### config.mk
export PLATFORM = sky130hd
export DESIGN_NAME = cc_capture_regs
export DESIGN_NICKNAME = d
export VERILOG_FILES = /design/src/rtl/cc_capture_pkg.sv /design/src/rtl/cc_field_slot.sv /design/src/rtl/cc_capture_regs.sv
export SDC_FILE = /design/constraint.sdc
export NUM_CORES = 1
export LEC_CHECK = 0
export ABC_AREA = 0
export CORE_ASPECT_RATIO = 0.7
export CORE_MARGIN = 2
export CORE_UTILIZATION = 55
export CTS_BUF_LIST = sky130_fd_sc_hd__clkbuf_8
export DETAILED_ROUTE_END_ITERATION = 6
export PLACE_DENSITY_LB_ADDON = 0.12
export SLEW_MARGIN = 15
export SYNTH_ARGS = -nofsm -noshare
export SYNTH_HDL_FRONTEND = slang
export SYNTH_SLANG_ARGS = --single-unit
### constraint.sdc
create_clock -name clk -period 3.3 [get_ports clk]
set_input_delay 0.33 -clock clk [delete_from_list [all_inputs] [get_ports clk]]
set_output_delay 0.33 -clock clk [all_outputs]
set_load 0.01 [all_outputs]
### src/rtl/cc_capture_pkg.sv
package cc_capture_pkg;

    localparam logic [7:0] ADDR_BYTE0  = 8'h1A;
    localparam logic [7:0] ADDR_BYTE1  = 8'h1B;
    localparam logic [7:0] ADDR_STATUS = 8'h1C;
    localparam int         NUM_FIELDS  = 2;

    // Replace bit 7 by the odd-parity result over all eight received bits.
    function automatic logic [7:0] fold_parity(input logic [7:0] raw);
        return {^raw, raw[6:0]};
    endfunction

endpackage

### src/rtl/cc_field_slot.sv
module cc_field_slot #(
    parameter int TIMEOUT_FRAMES = 4
) (
    input  logic       clk,
    input  logic       rst_n,
    input  logic       cap_i,
    input  logic [7:0] b0_i,
    input  logic [7:0] b1_i,
    input  logic       tick_i,
    input  logic       clr_rdy_i,
    output logic [7:0] b0_o,
    output logic [7:0] b1_o,
    output logic       valid_o,
    output logic       ready_o
);
    import cc_capture_pkg::*;

    localparam int CNT_W = $clog2(TIMEOUT_FRAMES + 1);
    localparam logic [CNT_W-1:0] CNT_LAST = CNT_W'(TIMEOUT_FRAMES - 1);

    typedef struct packed {
        logic [7:0]       b0;
        logic [7:0]       b1;
        logic             valid;
        logic             ready;
        logic [CNT_W-1:0] cnt;
    } slot_t;

    slot_t st_d, st_q;

    always_comb begin
        st_d = st_q;
        if (clr_rdy_i) begin
            st_d.ready = 1'b0;
        end
        if (cap_i) begin
            st_d.b0    = fold_parity(b0_i);
            st_d.b1    = fold_parity(b1_i);
            st_d.valid = 1'b1;
            st_d.ready = 1'b1;
            st_d.cnt   = '0;
        end else if (tick_i && st_q.valid) begin
            if (st_q.cnt == CNT_LAST) begin
                st_d.valid = 1'b0;
                st_d.cnt   = '0;
            end else begin
                st_d.cnt = st_q.cnt + 1'b1;
            end
        end
    end

    always_ff @(posedge clk or negedge rst_n) begin
        if (!rst_n) st_q <= '0;
        else        st_q <= st_d;
    end

    assign b0_o    = st_q.b0;
    assign b1_o    = st_q.b1;
    assign valid_o = st_q.valid;
    assign ready_o = st_q.ready;

    // ready only rises as a result of a capture
    assert_ready_rise_R4: assert property (@(posedge clk) disable iff (!rst_n)
        $rose(st_q.ready) |-> $past(cap_i));
    // ready only falls on a clearing read without a capture
    assert_ready_fall_R6: assert property (@(posedge clk) disable iff (!rst_n)
        $fell(st_q.ready) |-> ($past(clr_rdy_i) && !$past(cap_i)));
    // valid only falls on a frame pulse
    assert_valid_fall_R7: assert property (@(posedge clk) disable iff (!rst_n)
        $fell(st_q.valid) |-> ($past(tick_i) && !$past(cap_i)));
    // frame counter stays inside its window
    assert_cnt_range_R7: assert property (@(posedge clk) disable iff (!rst_n)
        st_q.cnt < CNT_W'(TIMEOUT_FRAMES));
    // bytes only change on a capture
    assert_bytes_hold_R1: assert property (@(posedge clk) disable iff (!rst_n)
        !cap_i |=> ($stable(st_q.b0) && $stable(st_q.b1)));

endmodule

### src/rtl/cc_capture_regs.sv
module cc_capture_regs #(
    parameter int TIMEOUT_FRAMES = 4
) (
    input  logic       clk,
    input  logic       rst_n,
    input  logic       cap_valid,
    input  logic       cap_field,
    input  logic [7:0] cap_byte0,
    input  logic [7:0] cap_byte1,
    input  logic       frame_tick,
    input  logic [7:0] reg_addr,
    input  logic       rd_en,
    input  logic       wr_en,
    input  logic [7:0] wr_data,
    output logic [7:0] rd_data
);
    import cc_capture_pkg::*;

    typedef struct packed {
        logic       sel;
        logic [7:0] rdat;
    } host_t;

    host_t h_d, h_q;

    logic [7:0] b0_w [NUM_FIELDS];
    logic [7:0] b1_w [NUM_FIELDS];
    logic [NUM_FIELDS-1:0] valid_w, ready_w, clr_w;
    logic [7:0] status_w;

    for (genvar f = 0; f < NUM_FIELDS; f++) begin : g_field
        assign clr_w[f] = rd_en && (reg_addr == ADDR_BYTE1) && (h_q.sel == f[0]);
        cc_field_slot #(.TIMEOUT_FRAMES(TIMEOUT_FRAMES)) slot_i (
            .clk      (clk),
            .rst_n    (rst_n),
            .cap_i    (cap_valid && (cap_field == f[0])),
            .b0_i     (cap_byte0),
            .b1_i     (cap_byte1),
            .tick_i   (frame_tick),
            .clr_rdy_i(clr_w[f]),
            .b0_o     (b0_w[f]),
            .b1_o     (b1_w[f]),
            .valid_o  (valid_w[f]),
            .ready_o  (ready_w[f])
        );
    end

    assign status_w = {h_q.sel, 3'b000, ready_w[1], valid_w[1], ready_w[0], valid_w[0]};

    always_comb begin
        h_d = h_q;
        if (wr_en && reg_addr == ADDR_STATUS) begin
            h_d.sel = wr_data[7];
        end
        if (rd_en) begin
            unique case (reg_addr)
                ADDR_BYTE0:  h_d.rdat = h_q.sel ? b0_w[1] : b0_w[0];
                ADDR_BYTE1:  h_d.rdat = h_q.sel ? b1_w[1] : b1_w[0];
                ADDR_STATUS: h_d.rdat = status_w;
                default:     h_d.rdat = 8'h00;
            endcase
        end
    end

    always_ff @(posedge clk or negedge rst_n) begin
        if (!rst_n) h_q <= '0;
        else        h_q <= h_d;
    end

    assign rd_data = h_q.rdat;

    // read data holds when no read is issued
    assert_rdata_hold_R10: assert property (@(posedge clk) disable iff (!rst_n)
        !rd_en |=> $stable(rd_data));
    // at most one field is cleared by a read
    assert_one_clear_R5: assert property (@(posedge clk) disable iff (!rst_n)
        $onehot0(clr_w));
    // select only changes on a status write
    assert_sel_write_R8: assert property (@(posedge clk) disable iff (!rst_n)
        !(wr_en && reg_addr == ADDR_STATUS) |=> $stable(h_q.sel));

endmodule

== Yosys cells after proc, flatten, opt, wreduce, memory -nomap -nowiden ==
Cells that the tools add are included.

* Output and inout bits: 8
* Register bits: 51
* Word-level logic and storage cells: 58

* Reductions and logical operators: 18
* Bitwise logic cells: 2
* Equal/unequal tests: 5
* Add/subtract/negate cells: 2
* Mux-type cells: 19

{| class="wikitable"
|+ Operators with widths
! operator !! number
|-
| equality test 8 x 5 -> 1 bit, second input constant || 3
|-
| case mux 8 bit (3 select lines) || 1
|-
| two-way mux 3 bit || 6
|-
| two-way mux 8 bit || 2
|-
| parity 8 bit || 2
|-
| nonzero test 2 bit || 6
|-
| two-way mux 1 bit || 10
|-
| logical AND 1 bit || 8
|-
| adder 3 x 1 -> 3 bit, second input constant || 2
|-
| equality test 3 x 2 -> 1 bit, second input constant || 2
|-
| AND reduction 2 bit || 2
|-
| inverter 1 bit || 2
|}

== Depth between registers and ports, before layout ==
Gate-level depths: netlist of the first run.

* Depth after elaboration: 5
* Depth in mapped cells: 5
* Mapped depth without buffers: 5

== Hierarchy ==
A second synthesis of the first run with hierarchy kept.

* Cells, all modules: 252
* Area total of the unflattened synthesis: 2847.7 um^2

{| class="wikitable"
|+ By module, submodules not included
! module !! cells an instance !! sequential area each (um^2) !! times used !! area an instance (um^2)
|-
| cc_field_slot || 86 || 525.5 || 2 || 1039.7
|-
| cc_capture_regs || 80 || 225.2 || 1 || 768.2
|}

== Worst setup path after synthesis of the first run ==
No wires, ideal clock.

* Path type: in2reg
* Start point: input port reg_addr[5]
* End point: register h_q[8] in the netlist's numbering
* Stages on the path: 3
* Library setup time: 0.127 ns
* Buffers on the path: 0
* Data arrival time: 1.087 ns
* Path slack: 2.085 ns
* Required time: 3.173 ns
* Cells stage by stage: nor4b_2 -> nand4_1 -> mux2_1

* Word-level cells in the longest chain between the ends: 2

{| class="wikitable"
|+ Ends and longest elaborated chain
! item !! line !! source
|-
| start: declaration || cc_capture_regs.sv:11 || <nowiki>input logic [7:0] reg_addr,</nowiki>
|-
| equality test 8 x 5 -> 1 bit || cc_capture_regs.sv:52 || <nowiki>if (wr_en && reg_addr == ADDR_STATUS) begin</nowiki>
|-
| logical AND 1 bit || cc_capture_regs.sv:52 ||
|-
| end signal: assignment || cc_capture_regs.sv:66 || <nowiki>if (!rst_n) h_q <= '0;</nowiki>
|-
| end signal: assignment || cc_capture_regs.sv:67 || <nowiki>else h_q <= h_d;</nowiki>
|-
| end: declaration || cc_capture_regs.sv:24 || <nowiki>host_t h_d, h_q;</nowiki>
|}

Every way passes these cells.
A chain may end at the register's enable or synchronous reset.

== Final worst setup path of the first run ==
* Start point: register h_q[8] in the netlist's numbering
* End point: register h_q, in the netlist rd_data[0]

* Word-level cells in the longest chain between the ends: 2
* Elaborated cells on any way between the ends: 3
* Those cells by class: mux (3)

{| class="wikitable"
|+ Ends and longest elaborated chain
! item !! line !! source
|-
| two-way mux 8 bit (on tied branches) || cc_capture_regs.sv:58, cc_capture_regs.sv:57 ||
|-
| case mux 8 bit (3 select lines) (*) || cc_capture_regs.sv:56 || <nowiki>unique case (reg_addr)</nowiki>
|}

Mark *: on every way between the ends. The rest lies on a longest branch, timed or not.

==> results of run 1 <==
-- how the worst min path moves through the flow --
stage                                           end
after floorplan           g_field[0].slot_i.b0_o[0]
after global placement    g_field[0].slot_i.st_q[0]
after detailed placement  g_field[0].slot_i.st_q[1]
after CTS                 g_field[0].slot_i.st_q[0]
after global routing      g_field[0].slot_i.st_q[1]
final                     g_field[0].slot_i.st_q[0]
-- sequential cells by signal (all words and copies together), names as in the netlist --
signal                  count
rd_data                     8
g_field.slot_i.st_q         6
g_field.slot_i.b1_o        16
g_field.slot_i.valid_o      2
h_q                         1
g_field.slot_i.b0_o        16
g_field.slot_i.ready_o      2
-- cells in the mapped netlist (2+ instances only) --
cell,n
a21oi_1,9
a31oi_1,2
buf_2,4
buf_4,8
clkbuf_1,5
dfrtp_1,51
ha_1,2
inv_1,9
mux2_2,14
mux2i_1,16
nand2_1,60
nand3_1,5
nor2_1,3
nor2b_1,4
nor3_1,3
o21ai_0,5
o21ai_1,3
o22ai_1,10
o22ai_2,3
o31ai_1,2
xnor2_1,14
-- metrics by stage --
step           area [um^2]   util  hold WS [ns]  worst slack (ns)
6_report              2970  0.682        0.0393              1.45
5_1_grt               2970  0.682        0.0878              1.29
4_1_cts               2970  0.682        0.0645              1.44
3_5_place_dp          2850  0.655         0.396              1.26
3_3_place_gp          2850  0.655         0.390              1.28
2_1_floorplan         2490      -        0.0344              2.09
-- cell type report --
class                      instances  area [um^2]  area share
sequential                        51         1280       0.429
timing repair buffer              41          400       0.135
multi-input combinational        165         1070       0.362
inverter                           9         33.8      0.0114
clock inverter                     2         35.0      0.0118
clock buffer                       6         82.6      0.0278
tap                               55         68.8      0.0232
-- cell families (layout without fill, tap and decap cells) --
logic type,Yosys count,in the layout,share of synthesized area
AO/OA/AOI/OAI,36,36,0.0923
XOR/XNOR,14,14,0.0491
adder cells (fa/ha/maj),2,2,0.0100
buffers and inverters,27,58,0.0577
flip-flops,51,51,0.512
multiplexers,31,31,0.132
AND/OR/NAND/NOR,82,82,0.147
-- metal layers --
layer	wire, um	share of wire
met4	48	0.0099
met5	0	0
met1	2450	0.50
met3	279	0.058
met2	2070	0.43
-- power by group --
group,total (uW),switching [uW],internal [uW]
clock network,447,202,245
registers,772,56.2,716
logic,288,141,147
-- critical path: cells and delay by family (launching register included) --
| kind | cells | cell delay, ns |
|---|---|---|
| flops | 1 | 1.00 |
| compound gates | 3 | 0.40 |
| mux | 1 | 0.32 |
==> reports/metrics.csv, run 1 <==
metric;value;unit
fin_worst_skew;0.00627;ns
syn_nets;284;
ys_warn_count;0;
postRouteAntennaNets;0;
layout_commonest_cell;nand2_1;
cts_buffers;5;
crit_start;h_q[8];
die_x;84.5;um
r2r_end;rd_data[0];
dp.cells;321;
grt_first_pass_wirelength;8100;um
track_usage;0.208;
core;4350;um^2
clock_path_buffers;2;
fin_nets;314;
fmax;539;MHz
powerDensity;507;nW/um^2
gp_congestion;0.748;
busiest_layer;met1;
routed_via_density;5.47;
ys_seq_area_frac;0.512;
syn_to_final_growth;19.1;%
post-cts-setup-buffers;0;
status;finished, final reports clean;
critical_path_class;register to register;
final_cell_mix;nand2_1, dfrtp_1, clkdlybuf4s50_1;
clk_pin_slew;0.09;ns
maxCapViolCount;0;
ys.flop_type;dfrtp_1;
fp.dieH;60.4;um
route.vias.total;1799;
synth-seq-cells;51;
dr.first_iter.drc_count;139;
finalHoldViolCount;0;
period_minus_slack;1.85;ns
worst-r2r-setup-slack;1.45;ns
dp_hpwl;3400;um
place.port_buffers;39;
cts.sinks;51;
fin_setup_tns;0;ns
grt.overflow.total;0;
leakagePower;0.00125;uW
rows;20;
min_path_type;input pin to asynchronous set/reset pin;
cp-start-kind;register;
cts_tree;done;
drc_errors;0;
r2r-start;h_q[8];
finalNonFillerCells;329;
worst_pin_slew;0.991;ns
cp.required;3.47;ns
postCtsHoldBufs;0;
root_buffer;clkbuf_8;
antenna_found_initial;0;
critPathMaxStageDelay;1.00;ns
dieArea;5100;um^2
crit_path_end_kind;register;
async_flop_share;1.00;
diodes;0;
drt-total-wl;4850;um
crit_chain;mux2i_1, o22ai_1, a21oi_1, o22ai_2;
ff2ff_path_depth;4;
met1_usage;0.313;
grt_pass1_vias;1633;
start_util;0.573;
use_met2;0.305;
synth_area_per_cell;10.3;um^2
finalSetupViolCount;0;
syn_area;2490;um^2
detail_route.first_pass.iterations;4;
slew_violations;0;
irDropWorstVdd;263;uV
fin_crit_sh;0.562;
synth_edf_count;0;
synth_top_area_cell;dfrtp_1;
use_met3;0.0449;
synthTopCellsByArea;dfrtp_1, nand2_1, mux2i_1;
synth_cells;243;
slew_headroom;0.340;
synth_top_area_frac;0.512;
clk-insertion-delay-late;0.30;ns
n_fill_cell;365;
finalPower;1510;uW
cp-endpoint;rd_data[0];
cp_slowest_cell;dfrtp_1;
grt_setup_unrepaired;false;
cts.htree.levels;2;
drive_gt1_frac;0.117;
cp.arrival;2.03;ns
post_cts_resized;0;
wl_per_cell;14.7;um
yosysUniqueCellTypes;32;
grt_max_degree;29;
worstPathMaxFanout;20;
ios;47;
Note: power is estimated with default switching activity, not from simulation.
==> run 2, diff against run 1 <==
- CORE_UTILIZATION: 55 -> 49
- clock period: 3.3 -> 1.6 ns (I/O delays scaled with it)
==> run 2 against run 1 <==
Compared with the run above: clock power grew 130%; core utilization shrank 3.9 points; first-iteration DRC count shrank 24%; sequential power grew 110%; global-route usage shrank 1.2 points; sequential share of layout area shrank 1.9 points; cell count grew 7.0%; critical path type is now input pin to register; critical endpoint is now rd_data[3]; largest cell class unchanged; largest power group unchanged.
==> reports/metrics.csv, run 2 (synthesis gave the netlist of run 1 again) <==
metric;value;unit;change
final_cell_mix;nand2_1, dfrtp_1, clkdlybuf4s50_1;;
irDropWorstVdd;502;uV;+90%
postRouteAntennaNets;0;;unchanged
post-cts-setup-buffers;0;;unchanged
track_usage;0.196;;-0.0120
cts.htree.levels;2;;unchanged
finalHoldViolCount;0;;unchanged
fin_worst_skew;0.00735;ns;+0.00108 ns
slew_violations;0;;unchanged
root_buffer;clkbuf_8;;
layout_commonest_cell;nand2_1;;
period_minus_slack;1.39;ns;
cts.sinks;51;;unchanged
grt_setup_unrepaired;false;;
cts_buffers;5;;unchanged
grt_pass1_vias;1774;;+8.6%
ff2ff_path_depth;5;;+1
finalPower;3250;uW;+120%
powerDensity;1040;nW/um^2;+110%
drive_gt1_frac;0.138;;+0.0210
layout_setup_ws;0.207;ns;-1.24 ns
pre_cts_slack;-0.0812;ns;-1.34 ns
start_util;0.516;;-0.0569
crit_path_end_kind;register;;
ios;47;;unchanged
finalNonFillerCells;352;;+7.0%
place_area;2970;um^2;+4.0%
maxCapViolCount;0;;unchanged
slew_headroom;0.764;;+0.425
route.vias.total;1787;;-0.67%
r2r_end;rd_data[3];;
worstPathMaxFanout;8;;-60%
clk-insertion-delay-late;0.30;ns;about the same
dr.first_iter.drc_count;105;;-24%
grt_first_pass_wirelength;8400;um;+3.7%
drt-total-wl;4920;um;+1.5%
met1_usage;0.301;;-0.0120
dp_hpwl;3430;um;+1.1%
detail_route.first_pass.iterations;4;;unchanged
syn_to_final_growth;24.7;%;
worst_pin_slew;0.353;ns;-0.638 ns
status;finished, final reports clean;;
cp-start-kind;input pin;;
use_met2;0.281;;-0.0243
dieArea;5690;um^2;+12%
finish.instance_area;3110;um^2;+4.7%
worst-r2r-setup-slack;0.24;ns;-1.21 ns
finalSetupViolCount;0;;unchanged
fin_nets;323;;+2.9%
leakagePower;0.00131;uW;+5.1%
grt.overflow.total;0;;unchanged
clock_path_buffers;2;;unchanged
cp.required;1.83;ns;-1.64 ns
fin_crit_sh;0.871;;
wl_per_cell;14.0;um;-5.1%
clk_pin_slew;0.09;ns;about the same
use_met3;0.0354;;-0.00951
place.port_buffers;39;;unchanged
min_path_type;input pin to asynchronous set/reset pin;;
diodes;0;;unchanged
dp.cells;343;;+6.9%
core;4830;um^2;+11%
cts_tree;done;;
gp_congestion;0.753;;+0.70%
post_cts_resized;0;;unchanged
busiest_layer;met1;;
postCtsHoldBufs;1;;+1
drc_errors;0;;unchanged
whs;0.366;ns;+0.327 ns
fmax;718;MHz;
routed_via_density;5.08;;-7.2%
grt_max_degree;52;;+79%
cp.arrival;1.62;ns;-0.41 ns
critical_path_class;input pin to register;;
antenna_found_initial;0;;unchanged
r2r-start;h_q[8];;
fp.dieH;63.7;um;+5.6%
die_x;89.3;um;+5.7%
rows;21;;+5.0%
==> run 2: changes by cell type in the layout (fill, tap and decap cells not counted) <==
cell,previous run,this run
buf_12,0,3
buf_4,2,7
bufinv_16,1,2
clkbuf_8,6,5
clkinv_2,1,0
dlygate4sd3_1,0,1
inv_1,9,10
==> run 2: where the power goes <==
group / internal, uW / leakage, uW / switching (uW)
sequential: 1480 / 0.000628 / 111
clock: 618 / 0.0000695 / 413
combinational: 327 / 0.000616 / 303
==> run 2: worst max-delay path by stage <==
stage | startpoint | to
floorplan | h_q[8] | rd_data[1]
global placement | reg_addr[2] | rd_data[3]
detailed placement | reg_addr[2] | rd_data[3]
CTS | reg_addr[2] | rd_data[3]
global route | reg_addr[2] | rd_data[5]
finish | reg_addr[2] | rd_data[3]
==> run 2: layout make-up <==
type | instances | area (um^2)
Clock buffer | 5 | 68.8
Clock inverter | 3 | 63.8
Fill cell | 420 | 1720
Inverter | 9 | 33.8
Multi-Input combinational cell | 165 | 1070
Sequential cell | 51 | 1280
Tap cell | 69 | 86.3
Timing Repair Buffer | 50 | 508
==> run 2: metal layers <==
metal	up-vias	wire length [um]	part of all wire
li1	889	-	-
met1	847	2600	0.53
met2	44	2020	0.41
met3	7	244	0.050
met4	0	51	0.010
met5	-	0	0
==> run 2: stage by stage <==
stage,TNS (ns),utilization
finish,0,0.644
detailed placement,-0.516,0.614
global placement,-0.375,0.614
global route,0,0.644
floorplan,0,-
CTS,0,0.644
==> run 2: critical path, stage by stage <==
cell,delay [ns]
clkdlybuf4s50_1,0.47
or3b_1,0.55
o22ai_1,0.27
a21oi_1,0.08
o22ai_2,0.08
==> run 3, diff against run 2 <==
- CELL_PAD_IN_SITES_DETAIL_PLACEMENT: unset -> 2
- CELL_PAD_IN_SITES_GLOBAL_PLACEMENT: unset -> 2
- CORE_UTILIZATION: 49 -> 31
- SKIP_LAST_GASP: unset -> 1
==> run 3 against run 2 <==
Compared with the run above: cell count increased by 9.4%; largest power group unchanged; hold slack improved by 0.0089 ns; via count increased by 2.2%; power decreased by 4.2%; clock-buffer cell count unchanged; clock skew decreased by 0.0051 ns; non-clock buffer count increased by 2; flip-flop and latch count unchanged; clock power decreased by 15%; worst setup slack got worse by 0.093 ns.
==> reports/metrics.csv, run 3 (synthesis gave the netlist of run 1 again) <==
metric;value;unit;change
status;finished, final reports clean;;
finish.instance_area;3140;um^2;+0.80%
die_x;111;um;+25%
critPathMaxStageDelay;0.57;ns;+0.02 ns
fin_worst_skew;0.00225;ns;-0.00510 ns
rows;27;;+29%
finalHoldViolCount;0;;unchanged
crit_chain;clkdlybuf4s50_1, or3b_1, o22ai_1, a21oi_1, o22ai_2;;
grt_max_degree;52;;unchanged
cp.arrival;1.71;ns;+0.09 ns
worstPathMaxFanout;8;;unchanged
final_cell_mix;nand2_1, dfrtp_1, clkdlybuf4s50_1;;
met1_usage;0.224;;-0.0770
r2r-start;h_q[8];;
clock_path_buffers;2;;unchanged
cts_buffers;5;;unchanged
grt_setup_unrepaired;false;;
layout_commonest_cell;nand2_1;;
slew_headroom;0.764;;about the same
use_met2;0.217;;-0.0635
dieArea;8790;um^2;+55%
drc_errors;0;;unchanged
cpLargestDelayFamily;simple AND/OR/NAND/NOR gates;;
cp-start-kind;input pin;;
root_buffer;clkbuf_8;;
cp_slowest_cell;or3b_1;;
route.vias.total;1827;;+2.2%
postRouteAntennaNets;0;;unchanged
place.port_buffers;39;;unchanged
place_area;3020;um^2;+1.9%
cts_tree;done;;
worst-path-buf-inv;1;;unchanged
powerDensity;992;nW/um^2;-5.0%
cp.depth;5;;unchanged
detail_route.first_pass.iterations;4;;unchanged
worst_pin_slew;0.353;ns;+0.0000217 ns
busiest_layer;met1;;
grt_first_pass_wirelength;10300;um;+22%
fmax;673;MHz;-6.2%
leakagePower;0.00131;uW;-0.27%
use_met3;0.0290;;-0.00638
irDropWorstVdd;373;uV;-26%
fp.dieH;79.1;um;+24%
post-cts-setup-buffers;0;;unchanged
ff2ff_path_depth;5;;unchanged
drive_gt1_frac;0.141;;+0.00304
start_util;0.318;;-0.198
clk-insertion-delay-late;0.29;ns;about the same
maxCapViolCount;0;;unchanged
syn_to_final_growth;25.7;%;
grt_pass1_vias;1942;;+9.5%
n_fill_cell;862;;+110%
ios;47;;unchanged
core;7840;um^2;+62%
dp_hpwl;4450;um;+30%
fin_crit_sh;0.929;;+0.0579
fin_setup_tns;0;ns;unchanged
cts.sinks;51;;unchanged
min_path_type;input pin to asynchronous set/reset pin;;
critical_path_class;input pin to register;;
dr.first_iter.drc_count;51;;-51%
diodes;0;;unchanged
r2r_end;rd_data[2];;
clk_pin_slew;0.09;ns;about the same
cts.htree.levels;2;;unchanged
routed_via_density;4.75;;-6.5%
crit_path_end_kind;register;;
drt-total-wl;6030;um;+23%
track_usage;0.147;;-0.0484
period_minus_slack;1.49;ns;+0.0927 ns
cp.required;1.82;ns;about the same
gp_congestion;0.719;;-4.5%
worst-r2r-setup-slack;0.19;ns;-0.05 ns
antenna_found_initial;0;;unchanged
grt.overflow.total;0;;unchanged
finalSetupViolCount;0;;unchanged
wl_per_cell;15.7;um;+12%
slew_violations;0;;unchanged
fin_nets;325;;+0.62%
## run 3: changes by cell type in the layout (fill, tap and decap cells not counted)
cell | previous run | this run
bufinv_16 | 2 | 1
buf_4 | 7 | 9
## run 3: report_power, final
group	total (uW)	switching [uW]	internal [uW]	leakage [uW]
Clock	871	418	453	0.0000554
Combinational	649	320	329	0.000626
Sequential	1590	115	1480	0.000628
## run 3: metal layers
metal | wire length [um] | vias to the layer above
met2 | 2470 | 31
met3 | 219 | 2
li1 | - | 895
met1 | 3310 | 899
met5 | 0 | -
met4 | 30 | 0
## run 3: how the worst max path moves through the flow
stage / from / slack, ns / end
after floorplan: h_q[8] / 0.40 / rd_data[1]
after global placement: reg_addr[2] / -0.14 / rd_data[3]
after detailed placement: reg_addr[0] / -0.16 / rd_data[3]
after CTS: reg_addr[0] / 0.16 / rd_data[3]
after global routing: reg_addr[2] / 0.08 / rd_data[5]
final: reg_addr[0] / 0.11 / rd_data[3]
## run 3: stage by stage
step | worst slack, ns | total power (uW) | utilization | cells | hold WS [ns]
after floorplan | 0.401 | 1990 | - | 243 | -0.136
after global placement | -0.143 | 2250 | 0.386 | 377 | 0.181
after detailed placement | -0.160 | 2280 | 0.386 | 377 | 0.177
after CTS | 0.157 | 3160 | 0.400 | 385 | 0.390
after global routing | 0.0770 | 3310 | 0.400 | 385 | 0.407
final | 0.114 | 3110 | 0.400 | 385 | 0.375
## run 3: cell type report
type                       instances  area, um^2  area share
clock buffer                       5        68.8      0.0219
clock inverter                     2        33.8      0.0108
inverter                           9        33.8      0.0108
multi-input combinational        165        1070       0.343
sequential                        51        1280       0.407
tap                              101         126      0.0403
timing repair buffer              52         523       0.167
## run 3: worst register-to-register path, cell delays in order, from the launching register on
cell and delay (ns):
dfrtp_1 0.41, buf_12 0.19, mux2i_1 0.27, o22ai_1 0.16
a21oi_1 0.19, o22ai_1 0.09
## run 3: timing repair
| item | CTS | global route |
|---|---|---|
| endpoints found under the hold margin | 51 | 0 |
| hold buffers | 1 | 0 |
| endpoints found under the setup margin | 0 | 0 |
| resized for setup | 0 | 0 |
